--- config.mk ---
export PLATFORM = sky130hd
export DESIGN_NAME = addr_region_router
export DESIGN_NICKNAME = d
export VERILOG_FILES = /design/src/rtl/arr_pkg.sv /design/src/rtl/region_bank.sv /design/src/rtl/route_priority.sv /design/src/rtl/addr_region_router.sv
export SDC_FILE = /design/constraint.sdc
export NUM_CORES = 2
export LEC_CHECK = 0
export BUFFER_PORTS_ARGS = -buffer_cell sky130_fd_sc_hd__buf_2
export CAP_MARGIN = 0
export CORE_ASPECT_RATIO = 1.4
export CORE_MARGIN = 5
export CORE_UTILIZATION = 45
export CTS_CLUSTER_SIZE = 40
export DETAILED_ROUTE_END_ITERATION = 8
export GPL_TIMING_DRIVEN = 0
export PLACE_DENSITY_LB_ADDON = 0.3
export SYNTH_ARGS = -nofsm -noshare
export SYNTH_HDL_FRONTEND = slang
export SYNTH_SLANG_ARGS = --single-unit
--- constraint.sdc ---
create_clock -name clk -period 6.21 [get_ports clk]
set_input_delay 0.9315 -clock clk [delete_from_list [all_inputs] [get_ports clk]]
set_output_delay 0.9315 -clock clk [all_outputs]
set_load 0.1 [all_outputs]
--- src/rtl/arr_pkg.sv ---
// Package: shared constants and the route encoding of the region router.
// Assumes 32-bit addresses and 12-bit register numbers.
package arr_pkg;
    localparam int AW          = 32;
    localparam int CSR_W       = 12;
    localparam int MAX_REGIONS = 4;

    localparam logic [CSR_W-1:0] AUX_LO_NUM = 12'hBD0;
    localparam logic [CSR_W-1:0] AUX_HI_NUM = 12'hBD8;
    localparam logic [CSR_W-1:0] UC_LO_NUM  = 12'hBE0;
    localparam logic [CSR_W-1:0] UC_HI_NUM  = 12'hBE8;

    typedef enum logic [2:0] {
        ROUTE_AUX   = 3'b001,
        ROUTE_UC    = 3'b010,
        ROUTE_CACHE = 3'b100
    } route_t;
endpackage

--- src/rtl/region_bank.sv ---
// Module: region_bank
// Holds the bound registers of one kind of address window and
// compares the access address against every implemented window.
// Slots at or above N_LIVE are not built: they never hit and read 0.
// Assumes LO_NUM and HI_NUM leave room for MAX_REGIONS numbers each.
module region_bank
    import arr_pkg::*;
#(
    parameter int               N_LIVE  = 4,
    parameter logic [CSR_W-1:0] LO_NUM  = AUX_LO_NUM,
    parameter logic [CSR_W-1:0] HI_NUM  = AUX_HI_NUM,
    parameter logic [AW-1:0]    RST_LO0 = '0,
    parameter logic [AW-1:0]    RST_HI0 = '0
) (
    input  logic                   clk,
    input  logic                   rst_n,
    input  logic [AW-1:0]          addr,
    input  logic                   csr_we,
    input  logic [CSR_W-1:0]       csr_num,
    input  logic [AW-1:0]          csr_wdata,
    output logic [MAX_REGIONS-1:0] hit_vec,
    output logic [AW-1:0]          rdata
);
    logic [MAX_REGIONS-1:0][AW-1:0] lo_v;
    logic [MAX_REGIONS-1:0][AW-1:0] hi_v;
    logic [MAX_REGIONS-1:0]         lo_sel;
    logic [MAX_REGIONS-1:0]         hi_sel;

    for (genvar i = 0; i < MAX_REGIONS; i++) begin : g_slot
        localparam logic [CSR_W-1:0] MY_LO = LO_NUM + CSR_W'(i);
        localparam logic [CSR_W-1:0] MY_HI = HI_NUM + CSR_W'(i);

        if (i < N_LIVE) begin : g_live
            localparam logic [AW-1:0] INIT_LO = (i == 0) ? RST_LO0 : '1;
            localparam logic [AW-1:0] INIT_HI = (i == 0) ? RST_HI0 : '0;
            logic [AW-1:0] lo_q;
            logic [AW-1:0] hi_q;

            // Bound registers: reset to defaults, load on a matching write.
            always_ff @(posedge clk) begin
                if (!rst_n) begin
                    lo_q <= INIT_LO;
                    hi_q <= INIT_HI;
                end else if (csr_we) begin
                    if (csr_num == MY_LO) lo_q <= csr_wdata;
                    if (csr_num == MY_HI) hi_q <= csr_wdata;
                end
            end

            assign lo_v[i]    = lo_q;
            assign hi_v[i]    = hi_q;
            assign lo_sel[i]  = (csr_num == MY_LO);
            assign hi_sel[i]  = (csr_num == MY_HI);
            assign hit_vec[i] = (addr >= lo_q) && (addr <= hi_q);
        end else begin : g_absent
            assign lo_v[i]    = '0;
            assign hi_v[i]    = '0;
            assign lo_sel[i]  = 1'b0;
            assign hi_sel[i]  = 1'b0;
            assign hit_vec[i] = 1'b0;
        end
    end

    // Read mux: OR of the selected register, zero when nothing is selected.
    always_comb begin
        rdata = '0;
        for (int k = 0; k < MAX_REGIONS; k++) begin
            if (lo_sel[k]) rdata = rdata | lo_v[k];
            if (hi_sel[k]) rdata = rdata | hi_v[k];
        end
    end
endmodule

--- src/rtl/route_priority.sv ---
// Module: route_priority
// Turns the two window-hit flags into a one-hot path select.
// Auxiliary outranks uncached, which outranks the cache. Without a
// cache the fallback is the uncached bus. The FORCE parameters pin the
// output when a configuration leaves only one path.
module route_priority
    import arr_pkg::*;
#(
    parameter bit CACHE_EN  = 1'b1,
    parameter bit FORCE_AUX = 1'b0,
    parameter bit FORCE_UC  = 1'b0
) (
    input  logic   aux_hit,
    input  logic   uc_hit,
    output route_t route
);
    // Priority decision of the path for the current access.
    always_comb begin
        if (FORCE_AUX)     route = ROUTE_AUX;
        else if (FORCE_UC) route = ROUTE_UC;
        else if (aux_hit)  route = ROUTE_AUX;
        else if (uc_hit)   route = ROUTE_UC;
        else if (CACHE_EN) route = ROUTE_CACHE;
        else               route = ROUTE_UC;
    end
endmodule

--- src/rtl/addr_region_router.sv ---
// Module: addr_region_router (top)
// Routes each access address to the auxiliary bus, the uncached bus or
// the cache path, using programmable inclusive windows. The window
// bounds are read and written through a numbered register port.
// Assumes one register operation per cycle. A write affects routing
// from the next cycle on.
module addr_region_router
    import arr_pkg::*;
#(
    parameter int            AUX_REGIONS = 4,
    parameter int            UC_REGIONS  = 4,
    parameter bit            CACHE_EN    = 1'b1,
    parameter logic [AW-1:0] AUX0_LO     = 32'h8000_0000,
    parameter logic [AW-1:0] AUX0_HI     = 32'h8FFF_FFFF,
    parameter logic [AW-1:0] UC0_LO      = 32'h9000_0000,
    parameter logic [AW-1:0] UC0_HI      = 32'h9FFF_FFFF
) (
    input  logic             clk,
    input  logic             rst_n,
    input  logic [AW-1:0]    acc_addr,
    input  logic             csr_we,
    input  logic [CSR_W-1:0] csr_num,
    input  logic [AW-1:0]    csr_wdata,
    output logic [2:0]       route_sel,
    output logic [AW-1:0]    csr_rdata
);
    localparam bit AUX_ONLY = !CACHE_EN && (AUX_REGIONS > 0) && (UC_REGIONS == 0);
    localparam bit UC_ONLY  = !CACHE_EN && (UC_REGIONS > 0) && (AUX_REGIONS == 0);
    localparam int AUX_LIVE = AUX_ONLY ? 0 :
                              ((AUX_REGIONS > MAX_REGIONS) ? MAX_REGIONS : AUX_REGIONS);
    localparam int UC_LIVE  = UC_ONLY ? 0 :
                              ((UC_REGIONS > MAX_REGIONS) ? MAX_REGIONS : UC_REGIONS);

    logic [MAX_REGIONS-1:0] aux_vec;
    logic [MAX_REGIONS-1:0] uc_vec;
    logic [AW-1:0]          aux_rd;
    logic [AW-1:0]          uc_rd;
    logic                   aux_hit;
    logic                   uc_hit;
    route_t                 route;

    region_bank #(
        .N_LIVE (AUX_LIVE),
        .LO_NUM (AUX_LO_NUM),
        .HI_NUM (AUX_HI_NUM),
        .RST_LO0(AUX0_LO),
        .RST_HI0(AUX0_HI)
    ) u_aux_bank (
        .clk      (clk),
        .rst_n    (rst_n),
        .addr     (acc_addr),
        .csr_we   (csr_we),
        .csr_num  (csr_num),
        .csr_wdata(csr_wdata),
        .hit_vec  (aux_vec),
        .rdata    (aux_rd)
    );

    region_bank #(
        .N_LIVE (UC_LIVE),
        .LO_NUM (UC_LO_NUM),
        .HI_NUM (UC_HI_NUM),
        .RST_LO0(UC0_LO),
        .RST_HI0(UC0_HI)
    ) u_uc_bank (
        .clk      (clk),
        .rst_n    (rst_n),
        .addr     (acc_addr),
        .csr_we   (csr_we),
        .csr_num  (csr_num),
        .csr_wdata(csr_wdata),
        .hit_vec  (uc_vec),
        .rdata    (uc_rd)
    );

    assign aux_hit = |aux_vec;
    assign uc_hit  = |uc_vec;

    route_priority #(
        .CACHE_EN (CACHE_EN),
        .FORCE_AUX(AUX_ONLY),
        .FORCE_UC (UC_ONLY)
    ) u_prio (
        .aux_hit(aux_hit),
        .uc_hit (uc_hit),
        .route  (route)
    );

    // Output drive: one-hot select and merged register read data.
    assign route_sel = route;
    assign csr_rdata = aux_rd | uc_rd;
endmodule

==> impl_metrics.py <==
metrics = {
    "run_status": {
        "status": "complete, but fails checks",
        "failed_checks": "max-capacitance violations, max-slew violations, negative setup slack",
    },
    "floorplan": {
        "dieArea_um2": 80300,
        "core_um2": 74000,
        "chipHeight_um": 333,
        "ios": 114,
        "num_rows": 118,
        "die_w_um": 241,
        "start_util": 0.454,
    },
    "detailed_routing": {
        "wire_per_inst_um": 34.0,
        "vias": 35300,
        "dr.pass1.iters": 7,
        "first_iter_violations": 4703,
        "avgViaCountPerCell": 6.60,
        "final_antenna_net_count": 0,
        "wl_mm": 182,
        "drc": 0,
    },
    "grt": {
        "grt_use_total": 0.436,
        "grt_pass1_vias": 33300,
        "grt_pass1_wl_mm": 248,
        "grt-ovfl-total": 0,
        "grt_max_degree": 20,
        "antenna_found_initial": 15,
    },
    "cells_and_area": {
        "final_area_um2": 37100,
        "fin_util": 0.501,
        "filler_cell_count": 7377,
        "multi_input_area_um2": 20400,
        "final_nets": 4936,
        "areaGrowthSynthToFinish_pct": 10.3,
        "layout-drive-gt1-share": 0.0557,
        "area.sequential_um2": 10200,
    },
    "sta": {
        "maxSlewHeadroom": -0.156,
        "final-hold-violation-count": 0,
        "finalCritPeriodShare": 1.02,
        "min_period_ns": 6.34,
        "hold_ws_ns": 0.473,
        "worst_slack_ns": -0.129,
        "max_freq_mhz": 158,
        "grt_setup_unrepaired": "false",
        "finClkSkew_ns": 0,
        "setup_viol": 3,
        "final_max_slew_viol_count": 142,
        "tightest_slew_ns": 1.73,
    },
    "power_and_ir_drop": {
        "p_per_area_nw_per_um2": 201,
        "swShare": 0.275,
        "clock_power_share": 0.463,
        "vdd_ir_drop_max_v": 0.000209,
        "combPwrFrac": 0.096,
        "p_switching_w": 0.00205,
        "p_seq_frac": 0.440,
        "p_int_w": 0.00540,
        "total_leakage_power_nw": 16.0,
    },
    "cts": {
        "cts.sink_count": 512,
        "cts_tree": "done",
        "htreeDepth": 2,
        "path_clk_slew_ns": 0.06,
        "cts_buffer_depth": 3,
        "cts-root-buf": "clkbuf_16",
        "numCtsBuffers": 55,
        "clock_latency_ns": 0.66,
    },
    "critical_path": {
        "cp_max_fo": 11,
        "crit_arrival_ns": 5.41,
        "cp-start-kind": "input port",
        "required_ns": 5.28,
        "critPathKind": "in2out",
        "worstSetupEndpointType": "output pin",
    },
    "place": {
        "dpl_cell_area_um2": 35200,
        "dp_hpwl_mm": 135,
        "place_ws_ns": -0.937,
        "gp_congestion": 1.07,
        "portBuffers": 78,
    },
    "synthesis": {
        "syn_nets": 4799,
        "synth.cell_area_um2": 33600,
        "ys.flop_type": "dfxtp_1",
        "synthMostInstantiatedCell": "nand2_1",
        "synth.distinct_cells": 62,
        "yosysWarnings": 0,
        "synthCells": 4208,
        "synth_top_area_frac": 0.305,
        "synthArstFlopShare": 0,
        "syn_avg_cell_area_um2": 7.99,
        "synth_area_leaders": "dfxtp_1, ha_1, nand2_1, o211ai_1, inv_1",
        "synth-seq-cells": 512,
        "yosys.area.top_type": "dfxtp_1",
        "synth_common_cells": "nand2_1, dfxtp_1, ha_1",
        "yosysSeqAreaShare": 0.305,
        "synth_edf_count": 0,
    },
    "job": {
        "cap_violations": 16,
    },
    "worst_hold_path": {
        "hp-class": "reg2reg",
    },
}
timing repair:
item                                   4_1_cts  5_1_grt
hold buffers                                 0        0
gates resized for setup                      3        3
buffers inserted                             0        0
pin swaps                                    0        0
endpoints found under the hold margin        0        0
setup endpoints to repair                    3        2
metal layers:
metal | share of wire | wire, µm | track usage
met4 | 0.13 | 24100 | 0.432
met1 | 0.34 | 61900 | 0.485
met2 | 0.42 | 76100 | 0.647
met5 | 0.00010 | 19 | 0
met3 | 0.11 | 20000 | 0.126
cell families after synthesis:
family,after synthesis,synth area share
AO/OA/AOI/OAI,1188,0.259
adder cells (fa/ha/maj),512,0.191
buffers and inverters,792,0.0906
flip-flops,512,0.305
AND/OR/NAND/NOR,1204,0.154
sequential cells by signal, summed over array words and instances, names as in the netlist:
name                           count
u_uc_bank.g_slot.g_live.lo_q     128
u_uc_bank.g_slot.g_live.hi_q     128
u_aux_bank.g_slot.g_live.hi_q    128
u_aux_bank.g_slot.g_live.lo_q    128
worst paths after layout:
| check | start | endpoint | slack, ns | cells after the start |
|---|---|---|---|---|
| worst max register to register | u_uc_bank.g_slot[3].g_live.hi_q[0] | u_uc_bank.g_slot[3].g_live.hi_q[0] | 5.32 | 2 |
| worst min register to register | u_aux_bank.g_slot[2].g_live.hi_q[7] | u_aux_bank.g_slot[2].g_live.hi_q[7] | 0.47 | 2 |
| worst min-delay path | u_aux_bank.g_slot[2].g_live.hi_q[7] | u_aux_bank.g_slot[2].g_live.hi_q[7] | 0.47 | 2 |
| worst max-delay path | csr_num[7] | csr_rdata[25] | -0.13 | 10 |
through the flow:
| stage | setup TNS [ns] | total power [W] | cells |
|---|---|---|---|
| 5_1_grt | 0 | 0.00755 | 5340 |
| 3_5_place_dp | -1.67 | 0.00404 | 5248 |
| 3_3_place_gp | -1.76 | 0.00403 | 5246 |
| 2_1_floorplan | 0 | 0.00372 | 4208 |
| 4_1_cts | 0 | 0.00737 | 5339 |
| 6_report | -0.152 | 0.00745 | 5351 |
power groups by stage:
stage	registers (W)	clock network [W]	logic, W
detailed placement	0.00336	0	0.000685
CTS	0.00328	0.00340	0.000689
global route	0.00328	0.00351	0.000755
global placement	0.00336	0	0.000677
finish	0.00328	0.00345	0.000717
floorplan	0.00336	0	0.000363
cells in the final DEF (no fill, tap or decap), drive strengths merged, types with 13 or more instances in the layout:
cell	netlist	final
nor3	19	19
nand2	874	874
a221oi	138	138
o21ai	68	68
o211ai	263	263
a21boi	259	259
a21oi	172	172
nor2b	13	13
buf	69	147
and4	15	15
inv	506	506
a21o	76	76
nand4	116	116
and2	17	17
ha	512	512
dfxtp	512	512
nor2	66	66
a22o	128	128
nand3	45	45
clkbuf	217	303
o21a	18	18
a211oi	20	20
worst max-delay path, cell delays in order:
cell and delay [ns]:
buf_2 0.08, nand2_1 0.06, nor3b_1 0.27, nand3_1 0.30, nor3_2 1.04, clkbuf_1 0.91
buf_2 0.75, a221oi_1 0.28, nand4_1 0.29, buf_2 0.47
layout make-up:
cell class                      count  area share
Antenna cell                       11    0.000742
Buffer                            285      0.0312
Clock buffer                       85      0.0443
Clock inverter                      7     0.00297
Inverter                          506      0.0512
Multi-Input combinational cell   2904       0.549
Sequential cell                   512       0.276
Tap cell                          960      0.0324
Timing Repair Buffer               81      0.0119
Note: power is estimated with default switching activity, not from simulation.
